$ cat src/rtl/spi_rb_pkg.sv
package spi_rb_pkg;

    parameter int FRAME_BITS  = 16;
    parameter int ADDR_W      = 5;
    parameter int DATA_W      = 8;
    parameter int NUM_REGS    = 1 << ADDR_W;
    parameter logic [ADDR_W-1:0] STATUS_ADDR = 5'h0C;

    // First master byte: direction, address, parity, spare
    typedef struct packed {
        logic              rd;
        logic [ADDR_W-1:0] addr;
        logic              par;
        logic              spare;
    } hdr_t;

    typedef struct packed {
        logic              en;
        logic [ADDR_W-1:0] addr;
        logic [DATA_W-1:0] data;
    } wr_req_t;

    typedef enum logic [1:0] {
        END_NONE   = 2'd0,
        END_OK     = 2'd1,
        END_PARITY = 2'd2,
        END_LENGTH = 2'd3
    } end_kind_t;

    // Even parity over direction, address and parity bit
    function automatic logic hdr_parity_ok(hdr_t h);
        return ~(^{h.rd, h.addr, h.par});
    endfunction

endpackage

$ cat src/rtl/spi_rb_sync.sv
module spi_rb_sync #(
    parameter int           N       = 3,
    parameter int           STAGES  = 2,
    parameter logic [N-1:0] RST_VAL = '0
) (
    input  logic         clk,
    input  logic         rst,
    input  logic [N-1:0] din,
    output logic [N-1:0] lvl,
    output logic [N-1:0] rise,
    output logic [N-1:0] fall
);
    logic [N-1:0] chain [STAGES];
    logic [N-1:0] prev;

    for (genvar s = 0; s < STAGES; s++) begin : g_stage
        if (s == 0) begin : g_first
            always_ff @(posedge clk) begin
                if (rst) chain[s] <= RST_VAL;
                else     chain[s] <= din;
            end
        end else begin : g_next
            always_ff @(posedge clk) begin
                if (rst) chain[s] <= RST_VAL;
                else     chain[s] <= chain[s-1];
            end
        end
    end

    always_ff @(posedge clk) begin
        if (rst) prev <= RST_VAL;
        else     prev <= chain[STAGES-1];
    end

    assign lvl  = chain[STAGES-1];
    assign rise = lvl & ~prev;
    assign fall = ~lvl & prev;
endmodule

$ cat src/rtl/spi_rb_regfile.sv
module spi_rb_regfile
    import spi_rb_pkg::*;
#(
    parameter int                AW      = ADDR_W,
    parameter int                DW      = DATA_W,
    parameter logic [ADDR_W-1:0] STAT_AD = STATUS_ADDR
) (
    input  logic          clk,
    input  logic          rst,
    input  wr_req_t       wr_i,
    input  logic [AW-1:0] rd_addr_i,
    output logic [DW-1:0] rd_data_o,
    output logic [DW-1:0] status_o
);
    localparam int DEPTH = 1 << AW;

    logic [DW-1:0] mem [DEPTH];

    for (genvar i = 0; i < DEPTH; i++) begin : g_reg
        always_ff @(posedge clk) begin
            if (rst)
                mem[i] <= '0;
            else if (wr_i.en && (wr_i.addr == AW'(i)))
                mem[i] <= wr_i.data;
        end
    end

    assign rd_data_o = mem[rd_addr_i];
    assign status_o  = mem[STAT_AD];
endmodule

$ cat src/rtl/spi_rb_frame.sv
module spi_rb_frame
    import spi_rb_pkg::*;
#(
    parameter int FB = FRAME_BITS,
    parameter int AW = ADDR_W,
    parameter int DW = DATA_W
) (
    input  logic          clk,
    input  logic          rst,
    input  logic          ss_lvl_i,
    input  logic          ss_fall_i,
    input  logic          ss_rise_i,
    input  logic          sck_rise_i,
    input  logic          sck_fall_i,
    input  logic          mosi_i,
    input  logic [DW-1:0] status_i,
    input  logic [DW-1:0] rd_data_i,
    output logic [AW-1:0] rd_addr_o,
    output wr_req_t       wr_o,
    output end_kind_t     end_o,
    output logic          miso_o,
    output logic          miso_oe_o
);
    localparam int CNT_W   = $clog2(FB + 2);
    localparam int IDX_W   = $clog2(FB);
    localparam int CNT_MAX = FB + 1;
    localparam int SNAP_AT = AW + 1;   // edges already seen when parity is sampled

    logic [FB-1:0]    rx_sr;
    logic [FB-1:0]    tx_word;
    logic [CNT_W-1:0] fall_cnt;
    logic [CNT_W-1:0] rise_cnt;
    logic [IDX_W-1:0] tx_idx;
    logic             miso_q;
    hdr_t             hdr_w;

    assign hdr_w     = hdr_t'(rx_sr[FB-1 -: $bits(hdr_t)]);
    assign rd_addr_o = rx_sr[AW-1:0];
    assign tx_idx    = IDX_W'(CNT_W'(FB - 1) - rise_cnt);

    always_ff @(posedge clk) begin
        if (rst) begin
            rx_sr    <= '0;
            tx_word  <= '0;
            fall_cnt <= '0;
            rise_cnt <= '0;
            miso_q   <= 1'b0;
            wr_o     <= '0;
            end_o    <= END_NONE;
        end else begin
            wr_o.en <= 1'b0;
            end_o   <= END_NONE;
            if (ss_fall_i) begin
                rx_sr    <= '0;
                fall_cnt <= '0;
                rise_cnt <= '0;
                miso_q   <= 1'b0;
                tx_word  <= {status_i, {DW{1'b0}}};
            end else if (ss_rise_i) begin
                if (fall_cnt == CNT_W'(FB)) begin
                    if (hdr_w.rd) begin
                        end_o <= END_OK;
                    end else if (hdr_parity_ok(hdr_w)) begin
                        wr_o.en   <= 1'b1;
                        wr_o.addr <= hdr_w.addr;
                        wr_o.data <= rx_sr[DW-1:0];
                        end_o     <= END_OK;
                    end else begin
                        end_o <= END_PARITY;
                    end
                end else begin
                    end_o <= END_LENGTH;
                end
            end else if (!ss_lvl_i) begin
                if (sck_fall_i) begin
                    rx_sr <= {rx_sr[FB-2:0], mosi_i};
                    if (fall_cnt != CNT_W'(CNT_MAX))
                        fall_cnt <= fall_cnt + 1'b1;
                    if (fall_cnt == CNT_W'(SNAP_AT))
                        tx_word[DW-1:0] <= rd_data_i;
                end
                if (sck_rise_i && (rise_cnt < CNT_W'(FB))) begin
                    miso_q   <= tx_word[tx_idx];
                    rise_cnt <= rise_cnt + 1'b1;
                end
            end
        end
    end

    assign miso_o    = miso_q;
    assign miso_oe_o = ~ss_lvl_i;
endmodule

$ cat src/rtl/spi_rb_errflags.sv
module spi_rb_errflags
    import spi_rb_pkg::*;
(
    input  logic      clk,
    input  logic      rst,
    input  end_kind_t end_i,
    input  logic      clr_i,
    output logic      par_err_o,
    output logic      frm_err_o
);
    always_ff @(posedge clk) begin
        if (rst) begin
            par_err_o <= 1'b0;
            frm_err_o <= 1'b0;
        end else begin
            par_err_o <= (end_i == END_PARITY) | (par_err_o & ~clr_i);
            frm_err_o <= (end_i == END_LENGTH) | (frm_err_o & ~clr_i);
        end
    end
endmodule

$ cat src/rtl/spi_regbank_slave.sv
module spi_regbank_slave
    import spi_rb_pkg::*;
(
    input  logic clk,
    input  logic rst,
    input  logic ss_n_i,
    input  logic sck_i,
    input  logic mosi_i,
    input  logic err_clr_i,
    output logic miso_o,
    output logic miso_oe_o,
    output logic parity_err_o,
    output logic frame_err_o
);
    localparam int PIN_SS   = 2;
    localparam int PIN_SCK  = 1;
    localparam int PIN_MOSI = 0;

    logic [2:0]        pin_lvl, pin_rise, pin_fall;
    logic              ss_lvl, ss_rise, ss_fall, sck_rise, sck_fall;
    logic [ADDR_W-1:0] rd_addr;
    logic [DATA_W-1:0] rd_data, status_byte;
    wr_req_t           wr_req;
    end_kind_t         end_kind;

    spi_rb_sync #(.N(3), .STAGES(2), .RST_VAL(3'b100)) u_sync (
        .clk  (clk),
        .rst  (rst),
        .din  ({ss_n_i, sck_i, mosi_i}),
        .lvl  (pin_lvl),
        .rise (pin_rise),
        .fall (pin_fall)
    );

    assign ss_lvl   = pin_lvl[PIN_SS];
    assign ss_rise  = pin_rise[PIN_SS];
    assign ss_fall  = pin_fall[PIN_SS];
    assign sck_rise = pin_rise[PIN_SCK];
    assign sck_fall = pin_fall[PIN_SCK];

    spi_rb_frame u_frame (
        .clk        (clk),
        .rst        (rst),
        .ss_lvl_i   (ss_lvl),
        .ss_fall_i  (ss_fall),
        .ss_rise_i  (ss_rise),
        .sck_rise_i (sck_rise),
        .sck_fall_i (sck_fall),
        .mosi_i     (pin_lvl[PIN_MOSI]),
        .status_i   (status_byte),
        .rd_data_i  (rd_data),
        .rd_addr_o  (rd_addr),
        .wr_o       (wr_req),
        .end_o      (end_kind),
        .miso_o     (miso_o),
        .miso_oe_o  (miso_oe_o)
    );

    spi_rb_regfile u_regs (
        .clk       (clk),
        .rst       (rst),
        .wr_i      (wr_req),
        .rd_addr_i (rd_addr),
        .rd_data_o (rd_data),
        .status_o  (status_byte)
    );

    spi_rb_errflags u_err (
        .clk       (clk),
        .rst       (rst),
        .end_i     (end_kind),
        .clr_i     (err_clr_i),
        .par_err_o (parity_err_o),
        .frm_err_o (frame_err_o)
    );
endmodule

$ cat config.mk
export PLATFORM = sky130hd
export DESIGN_NAME = spi_regbank_slave
export DESIGN_NICKNAME = d
export VERILOG_FILES = /design/src/rtl/spi_rb_pkg.sv /design/src/rtl/spi_rb_sync.sv /design/src/rtl/spi_rb_regfile.sv /design/src/rtl/spi_rb_frame.sv /design/src/rtl/spi_rb_errflags.sv /design/src/rtl/spi_regbank_slave.sv
export SDC_FILE = /design/constraint.sdc
export NUM_CORES = 1
export LEC_CHECK = 0
export BUFFER_PORTS_ARGS = -buffer_cell sky130_fd_sc_hd__clkbuf_2
export CORE_MARGIN = 2
export CORE_UTILIZATION = 65
export DETAILED_ROUTE_END_ITERATION = 8
export PLACE_DENSITY = 0.9
export SKIP_CTS_REPAIR_TIMING = 1
export SYNTH_ARGS = -nofsm -noshare
export SYNTH_HDL_FRONTEND = slang
export SYNTH_SLANG_ARGS = --single-unit
$ cat constraint.sdc
create_clock -name clk -period 4.75 [get_ports clk]
set_input_delay 0.2375 -clock clk [delete_from_list [all_inputs] [get_ports clk]]
set_output_delay 0.2375 -clock clk [all_outputs]
set_load 0.05 [all_outputs]
; Yosys cells after proc, flatten, opt, wreduce, memory -nomap -nowiden
; Memories as Yosys holds them, arrays and structs flattened. A register that Yosys moved wholly into a read port is not among the register bits.
; Index checks and enable logic that the tools add are counted.
[word_totals]
reg_bits = 48
ram_bits = 262
input_bits = 6
out_inout_bits = 4
wordCells = 285
n_memories = 2
[mem_list]
columns = memory, words, word_bits, rd, rd_ports_with_merged_regs, wr, line_no
row1 = u_regs.mem, 32, 8, 2, 2, 32, spi_rb_regfile.sv:17  ; logic [DW-1:0] mem [DEPTH];
row2 = u_sync.chain, 2, 3, 2, 0, 2, spi_rb_sync.sv:13  ; logic [N-1:0] chain [STAGES];
[classes]
add_sub_neg = 3
order_cmp = 2
eq_ne = 36
n_mux = 139
n_bitwise = 49
reduce_logical = 43
[op_table]
columns = cell, count
row1 = 8-bit 2-to-1 mux, 32
row2 = 1-bit 2-to-1 mux, 100
row3 = "5-bit == test, second input constant", 17
row4 = "5-bit by 4-bit == test with 1-bit output, second input constant", 8
row5 = 1-bit bitwise OR, 36
row6 = 1-bit logical AND, 33
row7 = "5-bit by 3-bit == test with 1-bit output, second input constant", 5
row8 = 14-bit 2-to-1 mux, 1
row9 = "5-bit by 1-bit adder with 5-bit output, second input constant", 2
row10 = "5-bit by 2-bit == test with 1-bit output, second input constant", 2
row11 = 4-bit AND reduction, 2
row12 = 1-bit NOT, 7
row13 = 7-bit parity, 1
row14 = 3-bit bitwise AND, 2
row15 = 2-bit 2-to-1 mux, 3
row16 = 3-bit 2-to-1 mux, 2
row17 = 3-bit NOT, 2
row18 = 3-bit AND reduction, 2
row19 = "5-bit by 1-bit == test with 1-bit output, second input constant", 1
row20 = 5-bit zero test, 1
row21 = "4-bit by 5-bit < comparator with 1-bit output, second input constant", 1
row22 = "5-bit < comparator, second input constant", 1
row23 = "5-bit != test, second input constant", 1
row24 = 5-bit AND reduction, 1
row25 = other kinds (7), 9

; Depth between registers and ports, before layout
[depth]
ltp_word = 6
mapped_depth = 8
depth_no_buf = 6

; Cells and area by module
; Synthesis repeated with hierarchy kept, for this count alone.
[hier_totals]
hier_cells = 1057
hier_area_um2 = 14929.3
[modules_own_cells]
columns = mod, n_inst, cells_per_inst, area_each_um2, seq_area_each_um2
row1 = spi_rb_regfile, 1, 751, 12032.8, 7687.4
row2 = spi_rb_frame, 1, 274, 2546.2, 1181.1
row3 = spi_rb_sync, 1, 24, 274.0, 180.2
row4 = spi_rb_errflags, 1, 8, 76.3, 40.0

; Least setup slack after synthesis
; Ideal clock, no wire load.
[synth_path]
path_kind = register to register
start = reg u_frame.rx_sr[14]
end = reg u_frame.wr_o[0] (netlist name)
setup_ns = 0.128
t_arrival_ns = 1.871
t_required_ns = 4.622
setup_slack_ns = 2.751
stages_incl_launch_ff = 8
path_buffers = 2
period_less_slack_ns = 1.999
path_cell_list = dfxtp_1 xnor3_1 xnor3_1 or4b_1 buf_6 buf_12 mux2i_1 nor2_1
[synth_via]
elab_chain_cells = 3
[synth_rtl]
columns = element, line_no
row1 = from (decl), spi_rb_frame.sv:29  ; logic [FB-1:0] rx_sr;
row2 = from (signal assigned), spi_rb_frame.sv:76  ; rx_sr <= {rx_sr[FB-2:0], mosi_i};
row3 = 7-bit parity, spi_rb_pkg.sv:32  ; return ~(^{h.rd, h.addr, h.par});
row4 = 1-bit NOT (no line), --
row5 = 5-bit AND reduction (no line), --
row6 = to (decl), spi_rb_frame.sv:19  ; output wr_req_t wr_o,
; Every way passes these cells.
; A chain may end at the register's enable or synchronous reset.

==> metrics.txt <==
# TYPE chip_impl_metric gauge
chip_impl_metric{name="synthesis.area",unit="µm²"} 14800
chip_impl_metric{name="wirelength",unit="mm"} 33.0
chip_impl_metric{name="h_tree_levels",unit=""} 2
chip_impl_metric{name="grt_usage",unit="%"} 28.4
chip_impl_metric{name="drt_first_pass_iters",unit=""} 5
chip_impl_metric{name="slew-limit-headroom",unit="%"} 12.4
chip_impl_metric{name="area_delta_synth_final",unit="%"} 8.35
chip_impl_metric{name="synth_seq_area_share",unit="%"} 61.3
chip_impl_info{name="synth-main-ff-cell",value="sky130_fd_sc_hd__edfxtp_1"} 1
chip_impl_metric{name="io_pins",unit=""} 10
chip_impl_info{name="grt_setup_unrepaired",value="false"} 1
chip_impl_metric{name="timing.critical_path.arrival",unit="ps"} 3170
chip_impl_metric{name="ys.warnings.count",unit=""} 0
chip_impl_info{name="crit_type",value="reg -> reg"} 1
chip_impl_metric{name="drive_above_1_share",unit="%"} 7.36
chip_impl_metric{name="final_min_period_over_clock_period",unit="%"} 57.5
chip_impl_info{name="classification_of_the_worst_slack_hold_path",value="in -> reg"} 1
chip_impl_metric{name="rr_worst_depth",unit=""} 6
chip_impl_metric{name="final.fill_count",unit=""} 1421
chip_impl_metric{name="globalRoute.totalOverflow",unit=""} 0
chip_impl_metric{name="drc",unit=""} 0
chip_impl_info{name="cp-start-kind",value="flip-flop"} 1
chip_impl_metric{name="global_route_wire_length_before_repair",unit="mm"} 51.8
chip_impl_info{name="cts.root.buffer_cell",value="sky130_fd_sc_hd__clkbuf_16"} 1
chip_impl_metric{name="worstMarginPinSlew",unit="ps"} 1310
chip_impl_info{name="crit_start",value="u_frame.rx_sr[0]"} 1
chip_impl_metric{name="initial_antenna_violation_count",unit=""} 0
chip_impl_metric{name="seqCellArea",unit="µm²"} 9070
chip_impl_metric{name="grt_pass1_vias",unit=""} 9320
chip_impl_metric{name="synth-seq-cells",unit=""} 325
chip_impl_metric{name="floorplan.die_area",unit="µm²"} 24000
chip_impl_metric{name="num-nets-final",unit=""} 1183
chip_impl_metric{name="setup-tns-final",unit="ps"} 0
chip_impl_metric{name="vdd_ir_drop_max",unit="mV"} 0.256
chip_impl_info{name="critical_path.slowest_cell",value="sky130_fd_sc_hd__dfxtp_4"} 1
chip_impl_metric{name="cp_num_cells",unit=""} 6
chip_impl_metric{name="port_buffers",unit=""} 9
chip_impl_metric{name="clk-insertion-delay-late",unit="ps"} 520
chip_impl_metric{name="number_of_endpoints_failing_setup_at_the_final_stage",unit=""} 0
chip_impl_metric{name="cts_buffers",unit=""} 34
chip_impl_metric{name="fp-row-count",unit=""} 55
chip_impl_metric{name="cap_violations",unit=""} 0
chip_impl_info{name="timing.critical_path.max_delay_family",value="flip-flops"} 1
chip_impl_metric{name="num_antenna_cells",unit=""} 0
chip_impl_info{name="crit_end",value="u_frame.tx_word[3]"} 1
chip_impl_metric{name="max_stage_delay",unit="ps"} 780
chip_impl_info{name="critical_path.most_common_cell",value="sky130_fd_sc_hd__a21oi_1"} 1
chip_impl_metric{name="synth_cell_type_count",unit=""} 41
chip_impl_metric{name="syn_nets",unit=""} 1204
chip_impl_metric{name="gp_congestion",unit=""} 0.913
chip_impl_metric{name="fin_worst_skew",unit="ps"} 30.2
chip_impl_metric{name="finish.utilization",unit="%"} 71.2
chip_impl_metric{name="report.final.hold_viol_count",unit=""} 0
chip_impl_metric{name="multi_input_comb_area",unit="µm²"} 5350
chip_impl_metric{name="starting_utilization_of_the_core_area",unit="%"} 65.7
chip_impl_metric{name="critical_path.max_fanout",unit=""} 38
chip_impl_metric{name="dpl.hpwl",unit="mm"} 21.0
chip_impl_metric{name="cells_after_synthesis",unit=""} 1193
chip_impl_metric{name="power-per-cell-area",unit="nW/µm²"} 361
chip_impl_metric{name="synth-async-reset-ratio",unit="%"} 0
chip_impl_info{name="tritoncts",value="yes"} 1
chip_impl_info{name="r2r_end",value="u_frame.tx_word[3]"} 1
chip_impl_metric{name="cp_data_required_time",unit="ps"} 5190
chip_impl_metric{name="postRouteAntennaNets",unit=""} 0
chip_impl_metric{name="post_drt_via_cell_ratio",unit=""} 6.32
chip_impl_metric{name="number_of_buffers_on_the_longest_clock_path",unit=""} 3
chip_impl_metric{name="detailroute.via_count",unit=""} 9365
chip_impl_metric{name="synth_enable_flop_cells",unit=""} 256
chip_impl_metric{name="clock_sink_count",unit=""} 325
chip_impl_metric{name="clk_pin_slew",unit="ps"} 60
chip_impl_metric{name="crit_buf_inv",unit=""} 1
chip_impl_metric{name="number_of_drc_markers_in_iteration_0",unit=""} 949
chip_impl_metric{name="average_footprint_of_a_synthesized_cell",unit="µm²"} 12.4
chip_impl_info{name="r2r_start",value="u_frame.rx_sr[0]"} 1
chip_impl_metric{name="final_period_minus_worst_setup_slack",unit="ps"} 2730
chip_impl_metric{name="route.detailed.wl_per_inst",unit="µm"} 22.3
chip_impl_metric{name="die_width",unit="µm"} 155
chip_impl_info{name="holdCritStartpoint",value="rst"} 1
chip_impl_metric{name="finalMaxSlewViolations",unit=""} 0
chip_impl_info{name="path_cells",value="buf_4 > mux2i_1 > a22oi_1 > a21oi_1 > or4_1 > a21oi_1"} 1
chip_impl_metric{name="grt_max_degree",unit=""} 69
chip_impl_metric{name="static-leakage-power",unit="nW"} 5.57
chip_impl_info{name="outcome",value="complete, no violations"} 1
chip_impl_info{name="end_kind",value="flip-flop"} 1
chip_impl_metric{name="register_to_register_path_setup_slack",unit="ps"} 2020
chip_impl_metric{name="die_height",unit="µm"} 155
chip_impl_metric{name="max_freq",unit="MHz"} 366
chip_impl_metric{name="floorplan.core_area",unit="µm²"} 22500
flip-flops by register name (all words and copies together) (netlist names):
register / count
u_err.frm_err_o: 1
u_sync.chain: 6
u_err.par_err_o: 1
u_frame.wr_o: 14
u_frame.tx_word: 16
u_frame.fall_cnt: 5
u_sync.prev: 2
u_regs.mem: 256
u_frame.rise_cnt: 5
u_frame.miso_o: 1
u_frame.rx_sr: 16
u_frame.end_o: 2
logic make-up after synthesis:
kind of cell | after synthesis | share of synthesized area, %
compound gates | 173 | 7.58
xor+xnor | 11 | 0.838
fa+ha+maj | 5 | 0.423
buf+inv | 85 | 2.57
flops | 325 | 61.3
mux | 148 | 10.4
simple gates | 446 | 16.8
cell usage after synthesis, types with 2 or more instances:
cell,number,share of area (%)
sky130_fd_sc_hd__and2_1,258,11
sky130_fd_sc_hd__edfxtp_1,256,52
sky130_fd_sc_hd__mux2i_1,143,9.7
sky130_fd_sc_hd__dfxtp_1,69,9.3
sky130_fd_sc_hd__nor2_1,68,1.7
sky130_fd_sc_hd__a21oi_1,67,2.3
sky130_fd_sc_hd__a22oi_1,64,3.2
sky130_fd_sc_hd__nand2_1,64,1.6
sky130_fd_sc_hd__clkbuf_1,58,1.5
sky130_fd_sc_hd__o21bai_1,16,0.81
sky130_fd_sc_hd__buf_2,15,0.51
sky130_fd_sc_hd__nor2b_1,14,0.59
sky130_fd_sc_hd__a21o_1,10,0.51
sky130_fd_sc_hd__nand2b_1,10,0.42
sky130_fd_sc_hd__o21ai_0,8,0.27
sky130_fd_sc_hd__or4_1,8,0.41
sky130_fd_sc_hd__or2_2,6,0.25
sky130_fd_sc_hd__xor2_1,6,0.36
sky130_fd_sc_hd__ha_1,5,0.42
sky130_fd_sc_hd__mux4_2,5,0.76
sky130_fd_sc_hd__nand4_1,5,0.21
sky130_fd_sc_hd__a31o_2,4,0.24
sky130_fd_sc_hd__buf_1,4,0.10
sky130_fd_sc_hd__nor3_1,4,0.14
sky130_fd_sc_hd__buf_6,3,0.23
sky130_fd_sc_hd__inv_1,3,0.076
sky130_fd_sc_hd__xnor2_1,3,0.18
sky130_fd_sc_hd__a41o_1,2,0.14
sky130_fd_sc_hd__nand3_1,2,0.068
sky130_fd_sc_hd__xnor3_1,2,0.30
stage by stage:
stage                     cells  total power [W]  instance area [µm²]  worst slack [ps]  hold slack, ps
after floorplan            1193          0.00330                14800              2750             341
after global placement     1417          0.00334                14900              2240             393
after detailed placement   1417          0.00335                14900              2140             399
after CTS                  1477          0.00579                16000              2080            -106
after global routing       1481          0.00593                16000              1870             368
final                      1481          0.00578                16000              2020             343
worst min path at each step:
stage,to,slack (ps),depth (start not counted)
finish,u_frame.wr_o[2],340,3
global placement,u_sync.chain[1][2],390,1
CTS,u_sync.chain[0][2],-110,2
floorplan,u_sync.chain[0][2],340,1
detailed placement,u_sync.chain[1][2],400,1
global route,u_frame.wr_o[2],370,3
routing by layer:
| layer | share of wire [%] | global-route usage, % | up-vias | wire length, µm |
|---|---|---|---|---|
| met4 | 3.9 | 12.5 | 0 | 1280 |
| met3 | 9.4 | 6.11 | 88 | 3120 |
| met2 | 49 | 47.1 | 492 | 16300 |
| met1 | 37 | 36.5 | 4550 | 12300 |
| li1 | - | - | 4235 | - |
| met5 | 0 | 0 | - | 0 |
where the power goes:
| part | leakage [nW] | internal (W) | switching, W |
|---|---|---|---|
| Clock | 0.508 | 0.00145 | 0.00104 |
| Sequential | 3.20 | 0.00314 | 0.0000265 |
| Combinational | 1.86 | 0.0000396 | 0.0000889 |
| Total | 5.57 | 0.00463 | 0.00115 |
layout make-up:
| cell class | count | share of cell area (%) |
|---|---|---|
| Timing Repair Buffer | 25 | 1.17 |
| Inverter | 3 | 0.0703 |
| Clock inverter | 14 | 0.601 |
| Clock buffer | 46 | 5.91 |
| Sequential cell | 325 | 56.6 |
| Tap cell | 285 | 2.23 |
| Multi-Input combinational cell | 783 | 33.4 |
worst register-to-register path: cells and delay by family, from the launching register on:
family                 cells  cell delay [ps]
flip-flops                 1              780
AO/OA/AOI/OAI              3              560
multiplexers               1              170
buffers and inverters      1              610
AND/OR/NAND/NOR            1              550
cell usage in the layout, fill, tap and decap left out, types with 7 or more instances in the layout:
cell,synthesis,routed
sky130_fd_sc_hd__mux2i_1,143,143
sky130_fd_sc_hd__clkbuf_16,0,35
sky130_fd_sc_hd__or4_1,8,8
sky130_fd_sc_hd__a21o_1,10,10
sky130_fd_sc_hd__nand2b_1,10,10
sky130_fd_sc_hd__nor2_1,68,67
sky130_fd_sc_hd__clkbuf_1,58,8
sky130_fd_sc_hd__buf_4,1,11
sky130_fd_sc_hd__nor2b_1,14,12
sky130_fd_sc_hd__edfxtp_1,256,256
sky130_fd_sc_hd__clkbuf_2,0,9
sky130_fd_sc_hd__nand2_1,64,64
sky130_fd_sc_hd__and2_1,258,258
sky130_fd_sc_hd__a22oi_1,64,64
sky130_fd_sc_hd__clkinv_1,0,7
sky130_fd_sc_hd__a21oi_1,67,67
sky130_fd_sc_hd__dfxtp_1,69,68
sky130_fd_sc_hd__o21bai_1,16,16
sky130_fd_sc_hd__o21ai_0,8,8
(Power assumes the default switching activity.)
